File: config.mk
export PLATFORM = sky130hd
export DESIGN_NAME = lcd_frame_timer
export DESIGN_NICKNAME = d
export VERILOG_FILES = /design/src/rtl/lcd_frame_pkg.sv /design/src/rtl/lcd_frame_timebase.sv /design/src/rtl/lcd_frame_comdrv.sv /design/src/rtl/lcd_frame_events.sv /design/src/rtl/lcd_frame_timer.sv
export SDC_FILE = /design/constraint.sdc
export NUM_CORES = 1
export LEC_CHECK = 0
export ABC_AREA = 0
export BUFFER_PORTS_ARGS = -buffer_cell sky130_fd_sc_hd__clkbuf_2
export CAP_MARGIN = 25
export CORE_AREA = 2 2 70 72
export CTS_CLUSTER_SIZE = 28
export DETAILED_ROUTE_END_ITERATION = 8
export DIE_AREA = 0 0 72 74
export HOLD_SLACK_MARGIN = 0.1
export SLEW_MARGIN = 20
export SYNTH_ARGS = -nofsm -noshare
export SYNTH_HDL_FRONTEND = slang
export SYNTH_SLANG_ARGS = --single-unit
File: constraint.sdc
create_clock -name clk_i -period 2.4 [get_ports clk_i]
set_input_delay 0.12 -clock clk_i [delete_from_list [all_inputs] [get_ports clk_i]]
set_output_delay 0.12 -clock clk_i [all_outputs]
set_load 0.01 [all_outputs]
File: src/rtl/lcd_frame_pkg.sv
package lcd_frame_pkg;
  localparam int NCOM = 4;

  typedef enum logic [1:0] {
    LVL_GND  = 2'd0,
    LVL_ONE  = 2'd1,
    LVL_TWO  = 2'd2,
    LVL_FULL = 2'd3
  } lvl_e;
endpackage

File: src/rtl/lcd_frame_timebase.sv
module lcd_frame_timebase #(
  parameter int SLOT_TICKS = 4,
  parameter int PW = 6
) (
  input  logic          clk_i,
  input  logic          rst_ni,
  input  logic          tick_i,
  input  logic [1:0]    mux_i,
  output logic [1:0]    act_mux_o,
  output logic [1:0]    slot_o,
  output logic          half_o,
  output logic [PW-1:0] pos_o,
  output logic [PW-1:0] frame_len_o,
  output logic          frame_start_o
);
  localparam int TW = (SLOT_TICKS > 1) ? $clog2(SLOT_TICKS) : 1;

  logic [TW-1:0] sub_q;
  logic [1:0]    slot_q, mux_q;
  logic          half_q, fs_q;
  logic [PW-1:0] pos_q;
  logic          sub_end, slot_end, wrap;

  assign sub_end  = (sub_q == TW'(SLOT_TICKS - 1));
  assign slot_end = (slot_q == mux_q);
  assign wrap     = tick_i && sub_end && slot_end && half_q;

  always_ff @(posedge clk_i or negedge rst_ni) begin
    if (!rst_ni) begin
      sub_q  <= '0;
      slot_q <= '0;
      half_q <= 1'b0;
      pos_q  <= '0;
      mux_q  <= 2'd3;
      fs_q   <= 1'b0;
    end else begin
      fs_q <= wrap;
      if (tick_i) begin
        if (wrap) begin
          sub_q  <= '0;
          slot_q <= '0;
          half_q <= 1'b0;
          pos_q  <= '0;
          mux_q  <= mux_i;
        end else begin
          pos_q <= pos_q + 1'b1;
          if (sub_end) begin
            sub_q <= '0;
            if (slot_end) begin
              slot_q <= '0;
              half_q <= 1'b1;
            end else begin
              slot_q <= slot_q + 1'b1;
            end
          end else begin
            sub_q <= sub_q + 1'b1;
          end
        end
      end
    end
  end

  assign act_mux_o     = mux_q;
  assign slot_o        = slot_q;
  assign half_o        = half_q;
  assign pos_o         = pos_q;
  assign frame_len_o   = PW'(2 * SLOT_TICKS * (int'(mux_q) + 1));
  assign frame_start_o = fs_q;
endmodule

File: src/rtl/lcd_frame_comdrv.sv
module lcd_frame_comdrv
  import lcd_frame_pkg::*;
(
  input  logic [1:0]        slot_i,
  input  logic              half_i,
  output logic [2*NCOM-1:0] com_lvl_o
);
  for (genvar i = 0; i < NCOM; i++) begin : g_com
    logic sel;
    lvl_e lvl;
    assign sel = (slot_i == 2'(i));
    always_comb begin
      if (half_i) lvl = sel ? LVL_GND : LVL_TWO;
      else        lvl = sel ? LVL_FULL : LVL_ONE;
    end
    assign com_lvl_o[2*i +: 2] = lvl;
  end
endmodule

File: src/rtl/lcd_frame_events.sv
module lcd_frame_events #(
  parameter int WIN = 5,
  parameter int PW = 6
) (
  input  logic          clk_i,
  input  logic          rst_ni,
  input  logic          tick_i,
  input  logic          irq_clr_i,
  input  logic [1:0]    act_mux_i,
  input  logic [PW-1:0] pos_i,
  input  logic [PW-1:0] frame_len_i,
  output logic          fetch_o,
  output logic [1:0]    fetch_slot_o,
  output logic          irq_o
);
  logic [PW-1:0] irq_pos, fetch_first;
  logic          irq_q, set_irq;

  assign irq_pos     = frame_len_i - PW'(WIN);
  assign fetch_first = irq_pos - PW'(act_mux_i) - 1'b1;
  assign fetch_o     = (pos_i >= fetch_first) && (pos_i < irq_pos);
  assign fetch_slot_o = fetch_o ? 2'(pos_i - fetch_first) : 2'd0;

  // set on the tick that moves past the last fetch position
  assign set_irq = tick_i && (pos_i == irq_pos - 1'b1);

  always_ff @(posedge clk_i or negedge rst_ni) begin
    if (!rst_ni)        irq_q <= 1'b0;
    else if (set_irq)   irq_q <= 1'b1;
    else if (irq_clr_i) irq_q <= 1'b0;
  end

  assign irq_o = irq_q;
endmodule

File: src/rtl/lcd_frame_timer.sv
module lcd_frame_timer
  import lcd_frame_pkg::*;
#(
  parameter int SLOT_TICKS   = 4,
  parameter int MARGIN_TICKS = 1
) (
  input  logic              clk_i,
  input  logic              rst_ni,
  input  logic              tick_i,
  input  logic [1:0]        mux_i,
  input  logic              irq_clr_i,
  output logic [2*NCOM-1:0] com_lvl_o,
  output logic              frame_start_o,
  output logic              fetch_o,
  output logic [1:0]        fetch_slot_o,
  output logic              irq_o
);
  localparam int WIN = SLOT_TICKS + MARGIN_TICKS;
  localparam int PW  = $clog2(2 * NCOM * SLOT_TICKS + 1);

  // shortest frame (one common) must still hold the fetch burst before the interrupt
  if (SLOT_TICKS < MARGIN_TICKS + 2) begin : g_bad_cfg
    $error("SLOT_TICKS must exceed MARGIN_TICKS + 1");
  end

  logic [1:0]    act_mux, slot;
  logic          half;
  logic [PW-1:0] pos, frame_len;

  lcd_frame_timebase #(.SLOT_TICKS(SLOT_TICKS), .PW(PW)) u_tb (
    .clk_i, .rst_ni, .tick_i, .mux_i,
    .act_mux_o(act_mux), .slot_o(slot), .half_o(half),
    .pos_o(pos), .frame_len_o(frame_len), .frame_start_o
  );

  lcd_frame_comdrv u_com (
    .slot_i(slot), .half_i(half), .com_lvl_o
  );

  lcd_frame_events #(.WIN(WIN), .PW(PW)) u_ev (
    .clk_i, .rst_ni, .tick_i, .irq_clr_i,
    .act_mux_i(act_mux), .pos_i(pos), .frame_len_i(frame_len),
    .fetch_o, .fetch_slot_o, .irq_o
  );
endmodule

==> results.toml, run 1 <==
[outcome]
outcome = "finished with violations"
violations_in_the_final_reports = "negative setup slack"

[synthesis]
avgSynthCellArea_um2 = 9.95
netlist_instances = 119
ys_top_cells_by_area = "dfrtp_1, ha_1, xor2_1"
synth_edf_count = 0
synth_async_sr_flop_share = 1.00
postSynthRegisterBits = 15
synthesis.nets = 146
netlist_area_um2 = 1180
synth_warnings = 0
post-synth-top-area-cell = "dfrtp_1"
synth_top_area_frac = 0.275
part_of_the_yosys_area_used_for_sequential_elements = 0.319
yosys_most_used_dff = "dfrtp_1"
netlist-cell-type-count = 31

[sta]
tightestPinTransition_ns = 0.454
finalClockSkew_ns = 0.00581
finalCriticalPeriod_ns = 2.42
timing.max_slew.rel_slack = 0.695
setup_ws_ns = -0.0223
max_freq_mhz = 413
slew_viol_final = 0
rsz_0062_raised_after_global_routing = "true"
final_min_period_over_clock_period = 1.01
report.final.hold_viol_count = 0
setup_viol = 3

[floorplan]
start_util = 0.257
io-pin-count = 19
die_area_um2 = 5330
placementRows = 25
vertical_die_dimension_um = 74
die_x_um = 72
placeableCoreArea_um2 = 4600

[finish]
antennaDiodeCount = 0
layout.cells.most_common_list = "ha_1, clkbuf_2, dfrtp_1, inv_1"
final_cell_area_um2 = 1490
final_core_utilization = 0.325
layout-area-overhead-vs-synth_pct = 26.1
fillerInstances = 477
nets = 174
drive_gt1_frac = 0.349
layoutNonFillerInstCount = 200
layout.cells.most_common = "ha_1"

[placement]
dpl-instance-area_um2 = 1330
gp_congestion = 0.739
place_hpwl_um = 1750
dp.cells = 189
dpl_worst_slack_ns = 0.0353
port_buffers = 18

[power]
power.leakage_uw = 0.000717
switching_share = 0.459
sw_pwr_uw = 1060
cellInternalPower_uw = 1250
worst_ir_drop_vdd_mv = 0.467
power_frac_clock = 0.088
power_density_nw_per_um2 = 1550
seq_power_share = 0.214
p_total_uw = 2310
power_frac_comb = 0.697

[flow_run]
total_of_max_cap_violations = 0

[clock_tree]
clock_tree_from_tritoncts = "yes"
clock_pin_slew_reported_for_the_worst_setup_and_hold_paths_after_clock_tree_synthesis_ns = 0.06
max-clock-path-buffers = 2
cts_buffers = 3
clkSinkCount = 15
number_of_h_tree_branching_levels = 1
worstSkewPairLatency_ns = 0.25
clock-root-buffer = "clkbuf_8"

[routing]
post-route-drc-count = 0
vias_per_cell = 4.41
final_antenna_net_count = 0
wl_per_cell_um = 11.1
drtPass1Iterations = 2
drt_first_iter_violations = 30
via_count = 881
route.final.wire_length_um = 2230

[global_route]
grt_pass1_vias = 868
antenna_found_initial = 0
global_route_wire_length_before_repair_um = 3970
gr-total-overflow = 0
pin_count_of_the_biggest_net_entering_global_routing = 16
grt_use_total = 0.0957

[critical_path]
timing.setup.critical_path_class = "flip-flop to output pin"
data_required_time_at_the_worst_endpoint_ns = 2.28
crit_path_end_kind = "output pin"
critPathSlowestCell = "dfstp_2"
critPathMaxStageDelay_ns = 0.56
critical_path_peak_fanout = 4
critPathLaunchType = "flip-flop"
worst-endpoint-arrival_ns = 2.30
cp_cell_sequence = "inv_2, ha_4, inv_4, xnor2_2, ha_1, nand4_1, o22a_1, a211oi_2, buf_2"

[hold_path]
hold_path_class = "input port to flip-flop"
==> state kept, by name, summed over array words and instances (netlist names) <==
register,cells
u_ev.irq_o,1
u_tb.act_mux_o,2
u_tb.pos_o,6
u_tb.half_o,1
u_tb.frame_start_o,1
u_tb.slot_o,2
u_tb.sub_q,2
==> kinds of logic (layout without fill, tap and decap cells) <==
kind of cell,Yosys count,after routing,share of synthesized area
buffers and inverters,20,47,0.0824
AND/OR/NAND/NOR,28,28,0.125
flip-flops,15,15,0.319
XOR/XNOR,14,14,0.110
multiplexers,3,3,0.0338
AO/OA/AOI/OAI,18,18,0.101
adder cells (fa/ha/maj),21,21,0.228
==> cell type report <==
class / count / area (um^2) / area share
Multi-Input combinational cell: 84 / 768 / 0.515
Clock inverter: 1 / 5.00 / 0.00335
Tap cell: 54 / 67.6 / 0.0453
Inverter: 14 / 55.1 / 0.0369
Timing Repair Buffer: 29 / 178 / 0.119
Clock buffer: 3 / 41.3 / 0.0277
Sequential cell: 15 / 378 / 0.253
==> through the flow <==
stage / TNS, ns / hold slack [ns]
2_1_floorplan: 0 / -0.176
3_3_place_gp: 0 / 0.0574
3_5_place_dp: 0 / 0.0595
4_1_cts: -0.0827 / 0.108
5_1_grt: -0.359 / 0.107
6_report: -0.0432 / 0.106
==> routing by layer <==
metal	up-vias	track usage	share of wire
li1	454	-	-
met1	411	0.118	0.47
met2	12	0.168	0.49
met3	4	0.0203	0.030
met4	0	0.0314	0.013
met5	-	0	0
==> power by group through the flow <==
stage	registers [uW]	logic, uW	clock network, uW
final	495	1610	204
after global routing	516	1810	225
after CTS	496	1590	210
after detailed placement	509	1330	0
after global placement	502	1310	0
after floorplan	467	1020	0
==> worst max-delay path: cells and delay by family (launching register included) <==
kind | cells | cell delay (ns)
xor+xnor | 1 | 0.12
compound gates | 2 | 0.43
simple gates | 1 | 0.09
fa+ha+maj | 2 | 0.59
flops | 1 | 0.56
buf+inv | 3 | 0.27
==> worst paths after layout <==
| path | start | to | slack [ns] | cells past startpoint |
|---|---|---|---|---|
| max in group asynchronous | rst_ni | u_tb.act_mux_o[0] | 1.78 | 2 |
| min in group asynchronous | rst_ni | u_tb.half_o | 0.31 | 2 |
| worst max register to register | u_tb.act_mux_o[1] | u_tb.act_mux_o[1] | 0.51 | 6 |
| worst max-delay path | u_tb.act_mux_o[0] | fetch_o | -0.02 | 9 |
| worst min register to register | u_tb.sub_q[0] | u_tb.sub_q[0] | 0.49 | 1 |
| worst min-delay path | mux_i[0] | u_tb.act_mux_o[0] | 0.11 | 2 |
==> cell usage after synthesis, types with 2 or more instances <==
master    number
mux2_4         2
xor2_1         8
or2_2          2
nand2b_1       2
o21ai_0        3
buf_4          4
a21oi_1        4
xnor2_1        5
nor2_1         7
nand4_1        4
inv_1         14
dfrtp_1       13
o22ai_1        2
nand2_1        9
dfstp_2        2
a211oi_1       4
ha_1          20
==> timing repair <==
action                                  CTS  global route
hold buffers                              2             0
buffers inserted                          5             0
resized for setup                        14             4
endpoints found under the setup margin    3             3
pin swaps                                 8             1
endpoints found under the hold margin    16             0
gates cloned                              0             0
Power figures use the tool's default switching activity.
==> run 2: changes to the inputs <==
- ABC_AREA: 0 -> 1
- PLACE_DENSITY_LB_ADDON: not set -> 0.3
==> run 2 against run 1 <==
  * The flow now finishes without violations
  * Core utilization up 0.54 points
  * Cell count up 15%
  * Critical path depth up 1
  * Combinational power down 22%
  * Non-clock buffer count down 2
  * Area after synthesis up 1.5%
  * Die area unchanged
  * Clock power about the same
  * Via count up 11%
  * Count of clock-buffer cells in the layout up 1
==> results.toml, run 2 <==
[outcome]
outcome = "finished, final reports clean"

[floorplan]
placeableCoreArea_um2 = 4600
placementRows = 25
io-pin-count = 19
die_area_um2 = 5330
start_util = 0.261
die_x_um = 72
vertical_die_dimension_um = 74

[routing]
final_antenna_net_count = 0
wl_per_cell_um = 10.2
vias_per_cell = 4.26
drt_first_iter_violations = 9
route.final.wire_length_um = 2340
post-route-drc-count = 0
via_count = 980
drtPass1Iterations = 3

[synthesis]
ys_top_cells_by_area = "dfrtp_1, ha_1, nand2_1"
netlist_area_um2 = 1200
synthesis.nets = 176
synth_top_area_frac = 0.271
post-synth-top-area-cell = "dfrtp_1"
part_of_the_yosys_area_used_for_sequential_elements = 0.315
netlist-cell-type-count = 22
netlist_instances = 149
avgSynthCellArea_um2 = 8.06
synth_edf_count = 0
synthMostInstantiatedCell = "nand2_1"
postSynthRegisterBits = 15
synth.cells.most_frequent = "nand2_1, inv_1, ha_1"
synth_warnings = 0
yosys_most_used_dff = "dfrtp_1"
synth_async_sr_flop_share = 1.00

[critical_path]
worst-endpoint-arrival_ns = 2.19
reg2regPathDepth = 8
data_required_time_at_the_worst_endpoint_ns = 2.28
critPathLaunchType = "flip-flop"
critical_path_peak_fanout = 7
crit_path_end_kind = "output pin"
timing.setup.critical_path_class = "flip-flop to output pin"

[global_route]
pin_count_of_the_biggest_net_entering_global_routing = 16
grt_pass1_vias = 867
global_route_wire_length_before_repair_um = 3950
gr-total-overflow = 0
grt_use_total = 0.0931
antenna_found_initial = 0

[clock_tree]
worstSkewPairLatency_ns = 0.24
cts_buffers = 3
clock_pin_slew_reported_for_the_worst_setup_and_hold_paths_after_clock_tree_synthesis_ns = 0.06
max-clock-path-buffers = 2
clock-root-buffer = "clkbuf_8"
clkSinkCount = 15
number_of_h_tree_branching_levels = 1
clock_tree_from_tritoncts = "yes"

[sta]
report.final.hold_viol_count = 0
tightestPinTransition_ns = 0.378
max_freq_mhz = 433
fin_hold_ws_ns = 0.235
slew_viol_final = 0
final_min_period_over_clock_period = 0.963
setup_viol = 0
finalClockSkew_ns = 0.00113
timing.max_slew.rel_slack = 0.748
rsz_0062_raised_after_global_routing = "true"
totalNegativeSetupSlack_ns = 0
finalCriticalPeriod_ns = 2.31

[finish]
layout-area-overhead-vs-synth_pct = 26.4
largest_register_ffs = 6
antennaDiodeCount = 0
layout.cells.most_common_list = "nand2_1, inv_1, ha_1, clkbuf_2, dfrtp_1"
layout.cells.most_common = "nand2_1"
drive_gt1_frac = 0.256
nets = 204

[flow_run]
total_of_max_cap_violations = 0

[hold_path]
holdPathStages = 5
hold_path_class = "input port to flip-flop"

[power]
worst_ir_drop_vdd_mv = 0.563
power.leakage_uw = 0.000796
power_density_nw_per_um2 = 1290

[placement]
port_buffers = 18
gp_congestion = 0.775
place_hpwl_um = 1790
-- run 2: changes by cell type in the layout (fill, tap and decap cells not counted), sizes merged, moves of 2 or more --
| cell | change |
|---|---|
| a211oi | -4 |
| nand3 | +6 |
| inv | +9 |
| or2 | -2 |
| nand2 | +32 |
| mux2 | -2 |
| dlygate4sd3 | +2 |
| buf | -4 |
| xor2 | -2 |
| nor2 | +5 |
| nand2b | -2 |
| a21oi | -2 |
-- run 2: final cells by class --
cell class | count | area (um^2)
inverter | 24 | 93.8
timing repair buffer | 27 | 171
sequential | 15 | 378
multi-input combinational | 106 | 762
fill | 499 | 3080
tap | 54 | 67.6
clock buffer | 4 | 45.0
-- run 2: per-stage QoR --
stage	instances	util	power [uW]	setup slack (ns)	instance area [um^2]
2_1_floorplan	149	-	1320	0.263	1200
3_3_place_gp	218	0.291	1620	0.214	1340
3_5_place_dp	218	0.291	1610	0.167	1340
4_1_cts	228	0.315	1860	0.00718	1450
5_1_grt	230	0.330	2190	-0.0931	1520
6_report	230	0.330	1960	0.0892	1520
-- run 2: per-layer routing --
| layer | GRT usage | vias up | share of wire |
|---|---|---|---|
| met5 | 0 | - | 0 |
| met4 | 0.0440 | 0 | 0.0073 |
| met3 | 0.00813 | 2 | 0.026 |
| met2 | 0.146 | 12 | 0.48 |
| met1 | 0.130 | 451 | 0.49 |
| li1 | - | 515 | - |
-- run 2: kinds of logic (layout without fill, tap and decap cells) --
family,Yosys count,in the layout,synth area share
AOI/OAI and AO/OA,8,8,0.0365
xor gates and xnor gates,11,11,0.0802
adders and majority gates,21,21,0.225
buffers and inverters,28,55,0.101
DFF,15,15,0.315
and+or+nand+nor,66,66,0.243
-- run 2: critical path, stage by stage, from the launching register on --
cell and delay (ns):
dfstp_2 0.56, buf_6 0.16, ha_4 0.16, xnor2_1 0.11
ha_1 0.27, a21oi_1 0.20, nand2_1 0.09, nor2_2 0.10
nand2_2 0.08, nor2_2 0.09, buf_2 0.13
-- run 2: power breakdown --
part,internal (uW),switching [uW],total [uW]
logic,547,706,1250
registers,361,143,504
clock network,117,87.4,205
-- run 2: repair_timing --
item                                    CTS  global route
cloned                                    0             0
resized for setup                         1            18
pin swaps                                 0             5
hold buffers                              4             0
setup buffers                             2             2
hold endpoints to repair                 16             0
endpoints found under the setup margin    3             3
-- run 2: path summary, 6_finish.rpt --
| check | start | endpoint | slack, ns |
|---|---|---|---|
| setup / recovery | u_tb.act_mux_o[0] | fetch_slot_o[1] | 0.09 |
| hold / removal | tick_i | u_tb.sub_q[1] | 0.24 |
| setup reg to reg | u_tb.act_mux_o[0] | u_ev.irq_o | 0.72 |
| hold reg to reg | u_tb.sub_q[1] | u_tb.sub_q[1] | 0.49 |
| max in group asynchronous | rst_ni | u_tb.act_mux_o[1] | 1.76 |
| min in group asynchronous | rst_ni | u_tb.pos_o[0] | 0.32 |
